### config.mk
export PLATFORM = sky130hd
export DESIGN_NAME = ata_pio_engine
export DESIGN_NICKNAME = d
export VERILOG_FILES = /design/src/rtl/ata_pio_pkg.sv /design/src/rtl/ata_pio_timing.sv /design/src/rtl/ata_pio_irq.sv /design/src/rtl/ata_pio_regs.sv /design/src/rtl/ata_pio_engine.sv
export SDC_FILE = /design/constraint.sdc
export NUM_CORES = 1
export LEC_CHECK = 0
export BUFFER_PORTS_ARGS = -buffer_cell sky130_fd_sc_hd__buf_2
export CAP_MARGIN = 20
export CORE_UTILIZATION = 46
export CTS_BUF_LIST = sky130_fd_sc_hd__clkbuf_4 sky130_fd_sc_hd__clkbuf_8
export DETAILED_ROUTE_END_ITERATION = 10
export GPL_TIMING_DRIVEN = 0
export PLACE_DENSITY = 0.69
export RECOVER_POWER = 25
export SLEW_MARGIN = 30
export SYNTH_ARGS = -nofsm -noshare
export SYNTH_HDL_FRONTEND = slang
export SYNTH_SLANG_ARGS = --single-unit
### constraint.sdc
create_clock -name clk -period 3.6 [get_ports clk]
set_input_delay 0.72 -clock clk [delete_from_list [all_inputs] [get_ports clk]]
set_output_delay 0.72 -clock clk [all_outputs]
set_load 0.02 [all_outputs]
### src/rtl/ata_pio_pkg.sv
package ata_pio_pkg;

  typedef enum logic [1:0] {
    PH_IDLE   = 2'd0,
    PH_SETUP  = 2'd1,
    PH_STROBE = 2'd2,
    PH_HOLD   = 2'd3
  } phase_t;

  localparam logic [2:0] OFS_CMD  = 3'd0;
  localparam logic [2:0] OFS_STAT = 3'd1;
  localparam logic [2:0] OFS_TIME = 3'd2;
  localparam logic [2:0] OFS_CTRL = 3'd3;
  localparam logic [2:0] OFS_MASK = 3'd4;
  localparam logic [2:0] OFS_IRQ  = 3'd5;

  localparam int TIME_SETUP_LSB  = 0;
  localparam int TIME_STROBE_LSB = 8;
  localparam int TIME_HOLD_LSB   = 16;

endpackage

### src/rtl/ata_pio_timing.sv
module ata_pio_timing
  import ata_pio_pkg::*;
#(
  parameter int CNT_W = 6
) (
  input  logic             clk,
  input  logic             rst_n,
  input  logic             start,
  input  logic [CNT_W-1:0] setup_cnt,
  input  logic [CNT_W-1:0] strobe_cnt,
  input  logic [CNT_W-1:0] hold_cnt,
  output phase_t           phase,
  output logic             busy,
  output logic             tr_rdy,
  output logic             strobe_end
);

  phase_t           phase_q, phase_d;
  logic [CNT_W-1:0] cnt_q, cnt_d;
  logic [CNT_W-1:0] strb_q, strb_d;
  logic [CNT_W-1:0] hld_q, hld_d;

  function automatic logic [CNT_W-1:0] first_load(input logic [CNT_W-1:0] v);
    return (v == '0) ? '0 : v - CNT_W'(1);
  endfunction

  always_comb begin
    phase_d = phase_q;
    cnt_d   = cnt_q;
    strb_d  = strb_q;
    hld_d   = hld_q;
    unique case (phase_q)
      PH_IDLE: begin
        if (start) begin
          phase_d = PH_SETUP;
          cnt_d   = first_load(setup_cnt);
          strb_d  = strobe_cnt;
          hld_d   = hold_cnt;
        end
      end
      PH_SETUP: begin
        if (cnt_q == '0) begin
          phase_d = PH_STROBE;
          cnt_d   = first_load(strb_q);
        end else begin
          cnt_d = cnt_q - CNT_W'(1);
        end
      end
      PH_STROBE: begin
        if (cnt_q == '0) begin
          phase_d = PH_HOLD;
          cnt_d   = first_load(hld_q);
        end else begin
          cnt_d = cnt_q - CNT_W'(1);
        end
      end
      PH_HOLD: begin
        if (cnt_q == '0) phase_d = PH_IDLE;
        else             cnt_d   = cnt_q - CNT_W'(1);
      end
      default: phase_d = PH_IDLE;
    endcase
  end

  always_ff @(posedge clk or negedge rst_n) begin
    if (!rst_n) begin
      phase_q <= PH_IDLE;
      cnt_q   <= '0;
      strb_q  <= '0;
      hld_q   <= '0;
    end else begin
      phase_q <= phase_d;
      cnt_q   <= cnt_d;
      strb_q  <= strb_d;
      hld_q   <= hld_d;
    end
  end

  assign phase      = phase_q;
  assign busy       = (phase_q != PH_IDLE);
  assign tr_rdy     = (phase_q == PH_IDLE) || (phase_q == PH_HOLD);
  assign strobe_end = (phase_q == PH_STROBE) && (cnt_q == '0);

endmodule

### src/rtl/ata_pio_irq.sv
module ata_pio_irq #(
  parameter int NUM_BUS = 4
) (
  input  logic               clk,
  input  logic               rst_n,
  input  logic [NUM_BUS-1:0] intrq,
  input  logic [NUM_BUS-1:0] mask,
  input  logic [NUM_BUS-1:0] ack,
  output logic [NUM_BUS-1:0] pending,
  output logic [NUM_BUS-1:0] irq_vec,
  output logic               irq
);

  for (genvar b = 0; b < NUM_BUS; b++) begin : g_bus
    logic sync1_q, sync2_q, last_q, pend_q, pend_d, rise;

    assign rise   = sync2_q && !last_q;
    assign pend_d = rise || (pend_q && !ack[b]);

    always_ff @(posedge clk or negedge rst_n) begin
      if (!rst_n) begin
        sync1_q <= 1'b0;
        sync2_q <= 1'b0;
        last_q  <= 1'b0;
        pend_q  <= 1'b0;
      end else begin
        sync1_q <= intrq[b];
        sync2_q <= sync1_q;
        last_q  <= sync2_q;
        pend_q  <= pend_d;
      end
    end

    assign pending[b] = pend_q;
  end

  assign irq_vec = pending & mask;
  assign irq     = |irq_vec;

endmodule

### src/rtl/ata_pio_regs.sv
module ata_pio_regs
  import ata_pio_pkg::*;
#(
  parameter int NUM_BUS    = 4,
  parameter int DATA_W     = 16,
  parameter int CNT_W      = 6,
  parameter int CMD_W      = 24,
  parameter int DEF_SETUP  = 3,
  parameter int DEF_STROBE = 7,
  parameter int DEF_HOLD   = 1
) (
  input  logic               clk,
  input  logic               rst_n,
  input  logic               reg_wr,
  input  logic               reg_rd,
  input  logic [2:0]         reg_addr,
  input  logic [CMD_W-1:0]   reg_wdata,
  output logic [CMD_W-1:0]   reg_rdata,
  input  logic               busy,
  input  logic               tr_rdy,
  input  logic               rd_capture,
  input  logic [DATA_W-1:0]  cap_data,
  input  logic [NUM_BUS-1:0] pending,
  output logic               cmd_start,
  output logic [CMD_W-1:0]   cmd_word,
  output logic [CNT_W-1:0]   t_setup,
  output logic [CNT_W-1:0]   t_strobe,
  output logic [CNT_W-1:0]   t_hold,
  output logic               enable,
  output logic               rst_assert,
  output logic [NUM_BUS-1:0] irq_mask,
  output logic [NUM_BUS-1:0] ack_vec,
  output logic               dav,
  output logic               overrun
);

  logic [CMD_W-1:0]   cmd_q;
  logic [CNT_W-1:0]   setup_q, strobe_q, hold_q;
  logic               en_q, rsta_q;
  logic [NUM_BUS-1:0] mask_q;
  logic [DATA_W-1:0]  rdat_q;
  logic               dav_q, dav_d, ovr_q, ovr_d;

  logic wr_cmd, wr_time, wr_ctrl, wr_mask, wr_irq, rd_stat, ovr_evt;

  assign wr_cmd    = reg_wr && (reg_addr == OFS_CMD);
  assign wr_time   = reg_wr && (reg_addr == OFS_TIME);
  assign wr_ctrl   = reg_wr && (reg_addr == OFS_CTRL);
  assign wr_mask   = reg_wr && (reg_addr == OFS_MASK);
  assign wr_irq    = reg_wr && (reg_addr == OFS_IRQ);
  assign rd_stat   = reg_rd && (reg_addr == OFS_STAT);
  assign cmd_start = wr_cmd && en_q && !busy;
  assign ovr_evt   = wr_cmd && busy;

  always_comb begin
    dav_d = dav_q;
    if (rd_capture)   dav_d = 1'b1;
    else if (rd_stat) dav_d = 1'b0;
    ovr_d = ovr_q;
    if (ovr_evt)      ovr_d = 1'b1;
    else if (rd_stat) ovr_d = 1'b0;
  end

  always_ff @(posedge clk or negedge rst_n) begin
    if (!rst_n) begin
      cmd_q    <= '0;
      setup_q  <= CNT_W'(DEF_SETUP);
      strobe_q <= CNT_W'(DEF_STROBE);
      hold_q   <= CNT_W'(DEF_HOLD);
      en_q     <= 1'b0;
      rsta_q   <= 1'b0;
      mask_q   <= '0;
      rdat_q   <= '0;
      dav_q    <= 1'b0;
      ovr_q    <= 1'b0;
    end else begin
      if (cmd_start) cmd_q <= reg_wdata;
      if (wr_time) begin
        setup_q  <= reg_wdata[TIME_SETUP_LSB  +: CNT_W];
        strobe_q <= reg_wdata[TIME_STROBE_LSB +: CNT_W];
        hold_q   <= reg_wdata[TIME_HOLD_LSB   +: CNT_W];
      end
      if (wr_ctrl) begin
        en_q   <= reg_wdata[0];
        rsta_q <= reg_wdata[1];
      end
      if (wr_mask)    mask_q <= reg_wdata[NUM_BUS-1:0];
      if (rd_capture) rdat_q <= cap_data;
      dav_q <= dav_d;
      ovr_q <= ovr_d;
    end
  end

  always_comb begin
    reg_rdata = '0;
    unique case (reg_addr)
      OFS_CMD:  reg_rdata = cmd_q;
      OFS_STAT: begin
        reg_rdata[DATA_W-1:0] = rdat_q;
        reg_rdata[DATA_W]     = busy;
        reg_rdata[DATA_W+1]   = tr_rdy;
        reg_rdata[DATA_W+2]   = dav_q;
        reg_rdata[DATA_W+3]   = ovr_q;
      end
      OFS_TIME: begin
        reg_rdata[TIME_SETUP_LSB  +: CNT_W] = setup_q;
        reg_rdata[TIME_STROBE_LSB +: CNT_W] = strobe_q;
        reg_rdata[TIME_HOLD_LSB   +: CNT_W] = hold_q;
      end
      OFS_CTRL: reg_rdata[1:0] = {rsta_q, en_q};
      OFS_MASK: reg_rdata[NUM_BUS-1:0] = mask_q;
      OFS_IRQ:  reg_rdata[NUM_BUS-1:0] = pending;
      default:  reg_rdata = '0;
    endcase
  end

  assign cmd_word   = cmd_q;
  assign t_setup    = setup_q;
  assign t_strobe   = strobe_q;
  assign t_hold     = hold_q;
  assign enable     = en_q;
  assign rst_assert = rsta_q;
  assign irq_mask   = mask_q;
  assign ack_vec    = wr_irq ? reg_wdata[NUM_BUS-1:0] : '0;
  assign dav        = dav_q;
  assign overrun    = ovr_q;

endmodule

### src/rtl/ata_pio_engine.sv
module ata_pio_engine
  import ata_pio_pkg::*;
#(
  parameter  int NUM_BUS    = 4,
  parameter  int DATA_W     = 16,
  parameter  int CNT_W      = 6,
  parameter  int DEF_SETUP  = 3,
  parameter  int DEF_STROBE = 7,
  parameter  int DEF_HOLD   = 1,
  localparam int BUS_W      = $clog2(NUM_BUS),
  localparam int CMD_W      = DATA_W + 6 + BUS_W
) (
  input  logic               clk,
  input  logic               rst_n,
  input  logic               reg_wr,
  input  logic               reg_rd,
  input  logic [2:0]         reg_addr,
  input  logic [CMD_W-1:0]   reg_wdata,
  output logic [CMD_W-1:0]   reg_rdata,
  output logic               ata_rst_n,
  output logic [2:0]         ata_addr,
  output logic [NUM_BUS-1:0] ata_cs0_n,
  output logic [NUM_BUS-1:0] ata_cs1_n,
  output logic               ata_dior_n,
  output logic               ata_diow_n,
  output logic [DATA_W-1:0]  ata_dout,
  output logic               ata_doe,
  input  logic [DATA_W-1:0]  ata_din,
  input  logic [NUM_BUS-1:0] ata_intrq,
  output logic [NUM_BUS-1:0] irq_vec,
  output logic               irq
);

  logic rst_meta_q, rst_sync_n;

  always_ff @(posedge clk or negedge rst_n) begin
    if (!rst_n) begin
      rst_meta_q <= 1'b0;
      rst_sync_n <= 1'b0;
    end else begin
      rst_meta_q <= 1'b1;
      rst_sync_n <= rst_meta_q;
    end
  end

  phase_t             phase;
  logic               busy, tr_rdy, strobe_end, rd_capture, cmd_start;
  logic [CMD_W-1:0]   cmd_word;
  logic [CNT_W-1:0]   t_setup, t_strobe, t_hold;
  logic               enable, rst_assert, dav, overrun;
  logic [NUM_BUS-1:0] irq_mask, ack_vec, pending;

  logic [BUS_W-1:0]  cmd_bus;
  logic [2:0]        cmd_addr;
  logic              cmd_cs0, cmd_cs1, cmd_rd;
  logic [DATA_W-1:0] cmd_data;

  assign cmd_data = cmd_word[DATA_W-1:0];
  assign cmd_rd   = cmd_word[DATA_W];
  assign cmd_cs0  = cmd_word[DATA_W+1];
  assign cmd_cs1  = cmd_word[DATA_W+2];
  assign cmd_addr = cmd_word[DATA_W+3 +: 3];
  assign cmd_bus  = cmd_word[DATA_W+6 +: BUS_W];

  ata_pio_regs #(
    .NUM_BUS(NUM_BUS), .DATA_W(DATA_W), .CNT_W(CNT_W), .CMD_W(CMD_W),
    .DEF_SETUP(DEF_SETUP), .DEF_STROBE(DEF_STROBE), .DEF_HOLD(DEF_HOLD)
  ) u_regs (
    .clk(clk), .rst_n(rst_sync_n),
    .reg_wr(reg_wr), .reg_rd(reg_rd), .reg_addr(reg_addr),
    .reg_wdata(reg_wdata), .reg_rdata(reg_rdata),
    .busy(busy), .tr_rdy(tr_rdy), .rd_capture(rd_capture), .cap_data(ata_din),
    .pending(pending), .cmd_start(cmd_start), .cmd_word(cmd_word),
    .t_setup(t_setup), .t_strobe(t_strobe), .t_hold(t_hold),
    .enable(enable), .rst_assert(rst_assert), .irq_mask(irq_mask),
    .ack_vec(ack_vec), .dav(dav), .overrun(overrun)
  );

  ata_pio_timing #(.CNT_W(CNT_W)) u_timing (
    .clk(clk), .rst_n(rst_sync_n), .start(cmd_start),
    .setup_cnt(t_setup), .strobe_cnt(t_strobe), .hold_cnt(t_hold),
    .phase(phase), .busy(busy), .tr_rdy(tr_rdy), .strobe_end(strobe_end)
  );

  ata_pio_irq #(.NUM_BUS(NUM_BUS)) u_irq (
    .clk(clk), .rst_n(rst_sync_n), .intrq(ata_intrq), .mask(irq_mask),
    .ack(ack_vec), .pending(pending), .irq_vec(irq_vec), .irq(irq)
  );

  assign rd_capture = strobe_end && cmd_rd;

  for (genvar b = 0; b < NUM_BUS; b++) begin : g_cs
    logic sel;
    assign sel          = busy && (cmd_bus == BUS_W'(b));
    assign ata_cs0_n[b] = !(sel && cmd_cs0);
    assign ata_cs1_n[b] = !(sel && cmd_cs1);
  end

  assign ata_addr   = busy ? cmd_addr : 3'd0;
  assign ata_dior_n = !((phase == PH_STROBE) && cmd_rd);
  assign ata_diow_n = !((phase == PH_STROBE) && !cmd_rd);
  assign ata_dout   = cmd_data;
  assign ata_doe    = busy && !cmd_rd;
  assign ata_rst_n  = !rst_assert;

endmodule

# After elaboration in Yosys (flattened, before gate mapping)

Index checks and enable logic that the tools add are counted.

Flip-flop bits (word level): 104
Bits of input ports: 51
Output and inout port bits: 60
Word-level logic and storage cells: 154

$add $sub $neg: 4
Equality and inequality tests: 16
Mux-type cells: 27
Bitwise gates (word level): 1
Reductions and logical operators: 74

Operators by type and width:

| kind                | number |
|---|---|
| $mux 6              | 7 |
| $logic_and 1x1->1   | 34 |
| $logic_not 6->1     | 4 |
| $pmux 6 s4          | 1 |
| $sub 6x1->6 const B | 4 |
| $logic_not 1->1     | 21 |
| $pmux 6 s3          | 1 |
| $pmux 2 s2          | 3 |
| $pmux 2 s6          | 1 |
| $pmux 4 s3          | 1 |
| $mux 2              | 5 |
| $pmux 2 s5          | 1 |
| $eq 2x2->1 const B  | 4 |
| $pmux 2 s4          | 1 |
| $eq 3x2->1 const B  | 2 |
| $eq 3x3->1 const B  | 2 |
| $ne 2x1->1 const B  | 3 |
| $pmux 2 s3          | 1 |
| $reduce_bool 2->1   | 3 |
| $logic_or 1x1->1    | 5 |
| $and 4x4->4         | 1 |
| $eq 2x1->1 const B  | 2 |
| $logic_not 2->1     | 2 |
| $mux 4              | 1 |
| 8 further kinds     | 12 |

# Depth between registers and ports, before layout

Gate-level depths: netlist of run 1.

Depth after elaboration: 6
Gate-level depth with buffers: 8
Gate-level depth less buffers: 7

# Cells and area by module

A second synthesis of run 1 with hierarchy kept.

Cell total of the unflattened synthesis: 472
Area total of the unflattened synthesis: 5536.6 um2

By module, submodules not included:

| module         | times used | cells an instance | area an instance (um2) |
|---|---|---|---|
| ata_pio_regs   | 1          | 255               | 3367.0 |
| ata_pio_timing | 1          | 160               | 1462.7 |
| ata_pio_irq    | 1          | 37                | 520.5 |
| ata_pio_engine | 1          | 20                | 186.4 |

# Least setup slack after synthesis of run 1

OpenSTA, ideal clock, no wires.

Path type: input to output
Start: in reg_addr[1]
End: out reg_rdata[2]
Arrival: 1.788 ns
Required time: 2.880 ns
Path slack: 1.092 ns
Stages: 4
Path buffers: 2
Cell sequence: buf_2 > buf_2 > nand2_1 > o32ai_1

Cells in the longest elaborated chain, start to end: 2
Elaborated cells between the ends (all ways): 6
Classes of those cells: eq/ne: 4; mux: 1; reduce/logical: 1

RTL lines:

| what                                     | RTL line             | source |
|---|---|---|
| from (decl)                              | ata_pio_engine.sv:17 | `input logic [2:0] reg_addr,` |
| $eq 3x3->1, or another cell as far along | ata_pio_regs.sv:96   | `unique case (reg_addr)` |
| $pmux 2 s5 (*)                           | ata_pio_regs.sv:96   |  |
| to (decl)                                | ata_pio_engine.sv:19 | `output logic [CMD_W-1:0] reg_rdata,` |

Mark *: on every way between the ends. The rest lies on a longest branch, timed or not.

# Worst setup path after layout of run 1

Start: in reg_addr[2]
End: out reg_rdata[5]

Cells in the longest elaborated chain, start to end: 2
Elaborated cells between the ends (all ways): 4
Classes of those cells: eq/ne: 2; mux: 1; reduce/logical: 1

RTL lines:

| what                                     | RTL line |
|---|---|
| $eq 3x2->1, or another cell as far along | ata_pio_regs.sv:96 |
| $pmux 2 s3 (*)                           | ata_pio_regs.sv:96 |

Marks and branches as above.

==> qor.txt, run 1 <==
Via count of the first global-routing pass: 4304
Routability-driven placement congestion ratio: 0.869
Run status: finished with violations
Worst Hold Class: in -> async
Type of the worst setup path: in -> out
Count of placed standard cells including taps: 734
Final clock period utilization by the worst path: 87.5%
Primary flip-flop cell chosen by synthesis mapping: sky130_fd_sc_hd__dfrtp_1
Maximum clock frequency: 318 MHz
Total of fill cells in the finished design: 993
Measured slew at the worst slew-check pin: 1.83 ns
Buffer type at the clock tree root: sky130_fd_sc_hd__clkbuf_8
Metal2 WL: 6430 microns
Unrepaired setup endpoints after global routing: no
Register cell area after layout: 2610 sq um
Overflow left after global routing: 0
Aggregate global-route resource usage: 22.7%
Data arrival at the endpoint of the critical path: 2.43 ns
Share of the synthesized area in the top cell type: 45.2%
Fraction of final layout cells sized beyond drive strength 1: 41.4%
Die Height: 111 microns
Sequential element share of the synthesized area: 48.1%
Worst clock skew: 0.00988 ns
Maximum count of clock buffers along a single path: 2
Number of input and output port buffers inserted: 110
Standard cell with the maximum stage delay on the critical path: sky130_fd_sc_hd__clkbuf_1
Pleak: 3.12 nW
Final setup violation count: 0
First drt pass iteration count: 4
Number of flops mapped to enable cells by yosys: 0
Area growth from synthesis to final layout: 16.9%
Max VDD drop: 0.000356 V
List of most frequent post-synthesis cells: sky130_fd_sc_hd__dfrtp_1, sky130_fd_sc_hd__mux2_2, sky130_fd_sc_hd__nor2_1
Total Nets Final: 665
Hold Slack: 0.102 ns
Crit path largest cell delay: 0.47 ns
Number of sinks handled by clock tree synthesis: 104
Cells traversed along the worst timing path: buf_2 -> buf_2 -> clkbuf_1 -> buf_1 -> nor2_1 -> buf_2
Nature of the critical path startpoint: primary input
R2r setup slk: 1.15 ns
Number of instances in the synthesized netlist: 479
DP Area: 6200 sq um
Non-filler cells in the finished layout: 750
Final slew viol count: 35
Most used standard cell by instance count after synthesis: sky130_fd_sc_hd__dfrtp_1
Chip Width: 111 microns
Total of flip-flops plus latches after synthesis: 104
Maximum capacitance violations: 1
Synthesized area per cell: 11.3 sq um
Total wire length: 13200 microns
Number of distinct standard cells referenced by the synthesized netlist: 60
Detailed-routed wire length on met3: 719 microns
Synth async-reset ratio: 100%
IO Count: 111
Reg-to-Reg End: u_timing.cnt_q[3]
TritonCTS clock tree: yes
Die footprint: 12200 sq um
Sum of net half-perimeters after detailed placement: 9900 microns
Violations in the final reports: capacitance limit, slew limit
Number of standard-cell rows in the floorplan: 39
Top post-synthesis cells by area: sky130_fd_sc_hd__dfrtp_1, sky130_fd_sc_hd__mux2_2, sky130_fd_sc_hd__mux2i_1
Share of the core filled with cells in the final layout: 55.3%
Total power: 4.52 mW
Global-route wire length before repair: 22100 microns
N_diodes: 0
Detailed-route wire length on metal 1: 5870 microns
Hold-fix buffers, CTS: 0
Post-layout min period: 3.15 ns
Crit path top cell by count: sky130_fd_sc_hd__buf_2
Mapped Area: 5420 sq um
Critical path capture point type: output port
Number of cells traversed by the worst register-to-register path: 1
Number of nets in the synthesized netlist: 542
Biggest area consumer among synthesized cells: sky130_fd_sc_hd__dfrtp_1
DR iter-0 viols: 236
Maximum fanout encountered on the critical timing path: 10
Final hold viol count: 0
Design Area, Final: 6340 sq um
Post-CTS sizing: 0
Wire length per cell: 17.6 microns
Number of vias after detailed routing: 4004
Multi-input gate area in the final layout: 2510 sq um
Insertion delay of the later-clocked pin in the worst-skew pair: 0.38 ns
Number of setup buffers added after CTS: 0
Via density per instance: 5.34
Antenna violation net count after detailed routing: 0
Data required, critical path: 2.88 ns
Core footprint: 11500 sq um
CTS Buf Count: 9
Highest metal used: met4
Slew headroom: -22.2%
Clock Pin Slew Worst Setup and Hold Paths: 0.10 ns
Effective utilization at floorplan: 47.3%
Reg-to-Reg Start: rst_sync_n
Clock H-tree levels: 3
DRC violations left: 0
Number of antenna violations at the first check in global routing: 0
Yosys Warn Count: 0
Power per standard cell area: 713 nW/um^2
Maximum number of pins on one net before global-route repair: 52
==> how the worst max path moves through the flow <==
stage	startpoint	end	slack (ns)	cells past startpoint
2_1_floorplan	rst_sync_n	u_irq.g_bus[0].last_q	0.50	0
3_3_place_gp	rst_sync_n	u_regs.cmd_word[16]	-0.56	0
3_5_place_dp	reg_addr[2]	reg_rdata[5]	0.45	6
4_1_cts	reg_addr[2]	reg_rdata[5]	0.44	6
5_1_grt	reg_addr[2]	reg_rdata[5]	0.33	6
6_report	reg_addr[2]	reg_rdata[5]	0.45	6
==> where the power goes <==
group	leakage (nW)	internal, mW	switching [mW]
sequential	1.31	1.51	0.306
combinational	1.73	0.965	1.05
clock	0.0838	0.259	0.428
==> metrics by stage <==
step,setup slack [ns],TNS (ns)
finish,0.451,0
global placement,-0.558,-52.74
CTS,0.438,0
global route,0.328,0
floorplan,0.499,0
detailed placement,0.447,0
==> flip-flops by register name, summed over array words and instances (netlist names), 6 cells and up <==
name and count:
u_regs.cmd_word 24, u_regs.rdat_q 16, u_regs.t_hold 6, u_regs.t_setup 6, u_regs.t_strobe 6, u_timing.cnt_q 6
u_timing.hld_q 6, u_timing.strb_q 6
==> final cells by class <==
cell class,instances,share of cell area [%]
Inverter,21,1.24
Sequential cell,104,41.2
Clock inverter,7,0.888
Multi-Input combinational cell,319,39.7
Clock buffer,9,1.95
Timing Repair Buffer,112,8.80
Tap cell,143,2.82
Buffer,35,3.47
==> cells in the final DEF, fill, tap and decap left out, types with 7 or more instances in the layout <==
master	netlist	final
sky130_fd_sc_hd__clkbuf_1	5	7
sky130_fd_sc_hd__buf_4	16	16
sky130_fd_sc_hd__nand2_1	20	20
sky130_fd_sc_hd__buf_2	11	120
sky130_fd_sc_hd__mux2_2	74	74
sky130_fd_sc_hd__mux2i_1	24	24
sky130_fd_sc_hd__a21oi_1	22	22
sky130_fd_sc_hd__ha_1	12	12
sky130_fd_sc_hd__clkbuf_8	0	9
sky130_fd_sc_hd__inv_1	20	20
sky130_fd_sc_hd__xnor2_1	9	9
sky130_fd_sc_hd__nor2b_1	11	11
sky130_fd_sc_hd__and2_1	7	7
sky130_fd_sc_hd__nor2_1	41	41
sky130_fd_sc_hd__o21ai_0	10	10
sky130_fd_sc_hd__dfrtp_1	98	98
sky130_fd_sc_hd__nor3_1	16	16
==> layer usage <==
layer	up-vias	GRT usage (%)
li1	1912	-
met1	1990	29.6
met2	90	37.1
met3	12	6.09
met4	0	6.76
met5	-	0
==> worst max-delay path: cells and delay by family <==
kind / cells / cell delay, ns
buf+inv: 5 / 1.58
simple gates: 1 / 0.12
==> cell families (layout without fill, tap and decap cells) <==
group	Yosys count	count (layout)	share of synthesized area, %
fa+ha+maj	12	12	2.77
mux	101	101	20.6
other cells	1	1	0.0691
compound gates	67	67	8.26
buf+inv	56	184	5.51
xor+xnor	11	11	1.78
flops	104	104	48.1
simple gates	127	127	12.9
No activity file was read; power rests on OpenSTA's default activity.
==> run 2, diff against run 1 <==
Settings changed: CORE_UTILIZATION 46 to 57, PLACE_DENSITY 0.69 to 0.82.
==> run 2 against run 1 <==
  * Register-to-register slack lost 0.24 ns
  * The flow still finishes with violations (capacitance limit, slew limit)
  * Largest cell class unchanged
  * Power grew 0.96%
  * Maximum frequency grew 0.40%
  * Sequential share of layout area shrank 0.11 points
  * Via count grew 2.2%
  * Critical path depth is the same
==> qor.txt, run 2 (same netlist as run 1, synthesis figures left out) <==
Design Area, Final: 6360 sq um (was 6340 sq um)
Post-layout min period: 3.14 ns (was 3.15 ns)
Unrepaired setup endpoints after global routing: no (unchanged)
DR iter-0 viols: 187 (was 236)
Share of the core filled with cells in the final layout: 68.8% (was 55.3%)
Global-route wire length before repair: 21400 microns (was 22100 microns)
Effective utilization at floorplan: 58.7% (was 47.3%)
Max reg flops: 24 (unchanged)
Final clock period utilization by the worst path: 87.1% (was 87.5%)
Total power: 4.56 mW (was 4.52 mW)
Number of antenna violations at the first check in global routing: 0 (unchanged)
Wire length per cell: 17.9 microns (was 17.6 microns)
Max VDD drop: 0.000408 V (was 0.000356 V)
Number of sinks handled by clock tree synthesis: 104 (unchanged)
Sum of negative setup slack: 0 ns (unchanged)
Worst Hold Class: in -> async (unchanged)
Most common cell after layout, fill and taps aside: sky130_fd_sc_hd__buf_2 (unchanged)
Post-CTS sizing: 0 (unchanged)
DP Area: 6180 sq um (was 6200 sq um)
TritonCTS clock tree: yes (unchanged)
Run status: finished with violations (unchanged)
Hold-fix buffers, CTS: 0 (unchanged)
DRC violations left: 0 (unchanged)
Via density per instance: 5.56 (was 5.34)
Maximum fanout encountered on the critical timing path: 10 (unchanged)
Maximum capacitance violations: 1 (unchanged)
Total wire length: 13200 microns (about the same)
Number of input and output port buffers inserted: 110 (unchanged)
Reg-to-Reg End: u_timing.cnt_q[3] (unchanged)
Overflow left after global routing: 0 (unchanged)
CTS Buf Count: 9 (unchanged)
Number of setup buffers added after CTS: 0 (unchanged)
Int Pwr: 2.76 mW (was 2.73 mW)
Data arrival at the endpoint of the critical path: 2.42 ns (was 2.43 ns)
Final setup violation count: 0 (unchanged)
Type of the worst setup path: in -> out (unchanged)
Post-placement setup slack: 0.472 ns (was 0.447 ns)
Number of standard-cell rows in the floorplan: 35 (was 39)
N_diodes: 0 (unchanged)
Count of placed standard cells including taps: 720 (was 734)
Pleak: 3.14 nW (was 3.12 nW)
Combinational share of power: 44.7% (was 44.6%)
Power spent charging and discharging nets: 1.80 mW (was 1.78 mW)
Reg-to-Reg Start: rst_sync_n (unchanged)
Chip Width: 99.6 microns (was 111 microns)
Sequential fraction of design power: 39.9% (was 40.2%)
Non-filler cells in the finished layout: 736 (was 750)
Violations in the final reports: capacitance limit, slew limit (unchanged)
Fraction of final layout cells sized beyond drive strength 1: 41.4% (unchanged)
Sw Ratio: 39.5% (about the same)
Data required, critical path: 2.88 ns (about the same)
Final slew viol count: 43 (was 35)
Area growth from synthesis to final layout: 17.2% (was 16.9%)
Routability-driven placement congestion ratio: 0.894 (was 0.869)
Power per standard cell area: 718 nW/um^2 (was 713 nW/um^2)
Sum of net half-perimeters after detailed placement: 9820 microns (was 9900 microns)
Clock H-tree levels: 3 (unchanged)
Via count of the first global-routing pass: 4252 (was 4304)
Critical path capture point type: output port (unchanged)
Insertion delay of the later-clocked pin in the worst-skew pair: 0.36 ns (was 0.38 ns)
Maximum count of clock buffers along a single path: 2 (unchanged)
Total Nets Final: 665 (unchanged)
Final hold viol count: 0 (unchanged)
Nature of the critical path startpoint: primary input (unchanged)
Worst clock skew: 0.00964 ns (was 0.00988 ns)
Clock Pin Slew Worst Setup and Hold Paths: 0.10 ns (about the same)
Number of cells traversed by the worst register-to-register path: 1 (unchanged)
Maximum clock frequency: 319 MHz (was 318 MHz)
Most frequent cells in the layout: sky130_fd_sc_hd__buf_2, sky130_fd_sc_hd__dfrtp_1, sky130_fd_sc_hd__mux2_2, sky130_fd_sc_hd__nor2_1, sky130_fd_sc_hd__mux2i_1 (unchanged)
Antenna violation net count after detailed routing: 0 (unchanged)
Number of vias after detailed routing: 4094 (was 4004)
Hold Slack: 0.119 ns (was 0.102 ns)
Maximum number of pins on one net before global-route repair: 44 (was 52)
Aggregate global-route resource usage: 28.1% (was 22.7%)
Slew headroom: -28.7% (was -22.2%)
Die Height: 99.6 microns (was 111 microns)
Die footprint: 9910 sq um (was 12200 sq um)
Core footprint: 9240 sq um (was 11500 sq um)
R2r setup slk: 0.91 ns (was 1.15 ns)
Buffer type at the clock tree root: sky130_fd_sc_hd__clkbuf_8 (unchanged)
Clock network power share: 15.4% (was 15.2%)
Setup ws final: 0.464 ns (was 0.451 ns)
Measured slew at the worst slew-check pin: 1.93 ns (was 1.83 ns)
IO Count: 111 (unchanged)
First drt pass iteration count: 5 (was 4)
run 2: changes by cell type in the layout (fill, tap and decap cells not counted), sizes merged:
cell | before | now
clkbuf | 17 | 16
clkinv | 2 | 3
buf | 139 | 140
clkinvlp | 3 | 2
inv | 23 | 22
dlymetal6s4s | 0 | 1
run 2: power groups by stage:
stage | logic (mW) | clock network, mW | registers, mW
after floorplan | 1.55 | 0 | 1.75
after global placement | 1.93 | 0 | 1.82
after detailed placement | 2.02 | 0 | 1.84
after CTS | 2.04 | 0.711 | 1.82
after global routing | 2.22 | 0.747 | 1.86
final | 2.04 | 0.702 | 1.82
run 2: critical path, cell delays in order:
cell                       delay [ns]
sky130_fd_sc_hd__buf_2           0.15
sky130_fd_sc_hd__buf_2           0.31
sky130_fd_sc_hd__clkbuf_1        0.44
sky130_fd_sc_hd__buf_1           0.47
sky130_fd_sc_hd__nor2_1          0.14
sky130_fd_sc_hd__buf_2           0.19
run 2: how the worst max path moves through the flow:
| stage | cells past startpoint | slack, ns | endpoint | startpoint |
|---|---|---|---|---|
| after floorplan | 0 | 0.50 | u_irq.g_bus[0].last_q | rst_sync_n |
| after global placement | 0 | -0.54 | u_regs.cmd_word[16] | rst_sync_n |
| after detailed placement | 6 | 0.47 | reg_rdata[5] | reg_addr[2] |
| after CTS | 6 | 0.47 | reg_rdata[5] | reg_addr[2] |
| after global routing | 1 | 0.32 | u_timing.cnt_q[4] | rst_sync_n |
| final | 6 | 0.46 | reg_rdata[17] | reg_addr[2] |
run 2: routing by layer:
metal  wire, microns  up-vias  GRT usage, %  part of all wire (%)
met1            5510     2050          35.8                    42
met4             247        0          10.2                   1.9
met2            6730      114          48.2                    51
li1                -     1909             -                     -
met5               0        -             0                     0
met3             674       21          5.20                   5.1
run 2: cell type report:
type | count | area (sq um)
tap | 129 | 161
buffer | 35 | 220
clock inverter | 6 | 52.6
timing repair buffer | 112 | 582
clock buffer | 10 | 138
multi-input combinational | 319 | 2510
inverter | 21 | 78.8
sequential | 104 | 2610
fill | 683 | 2880
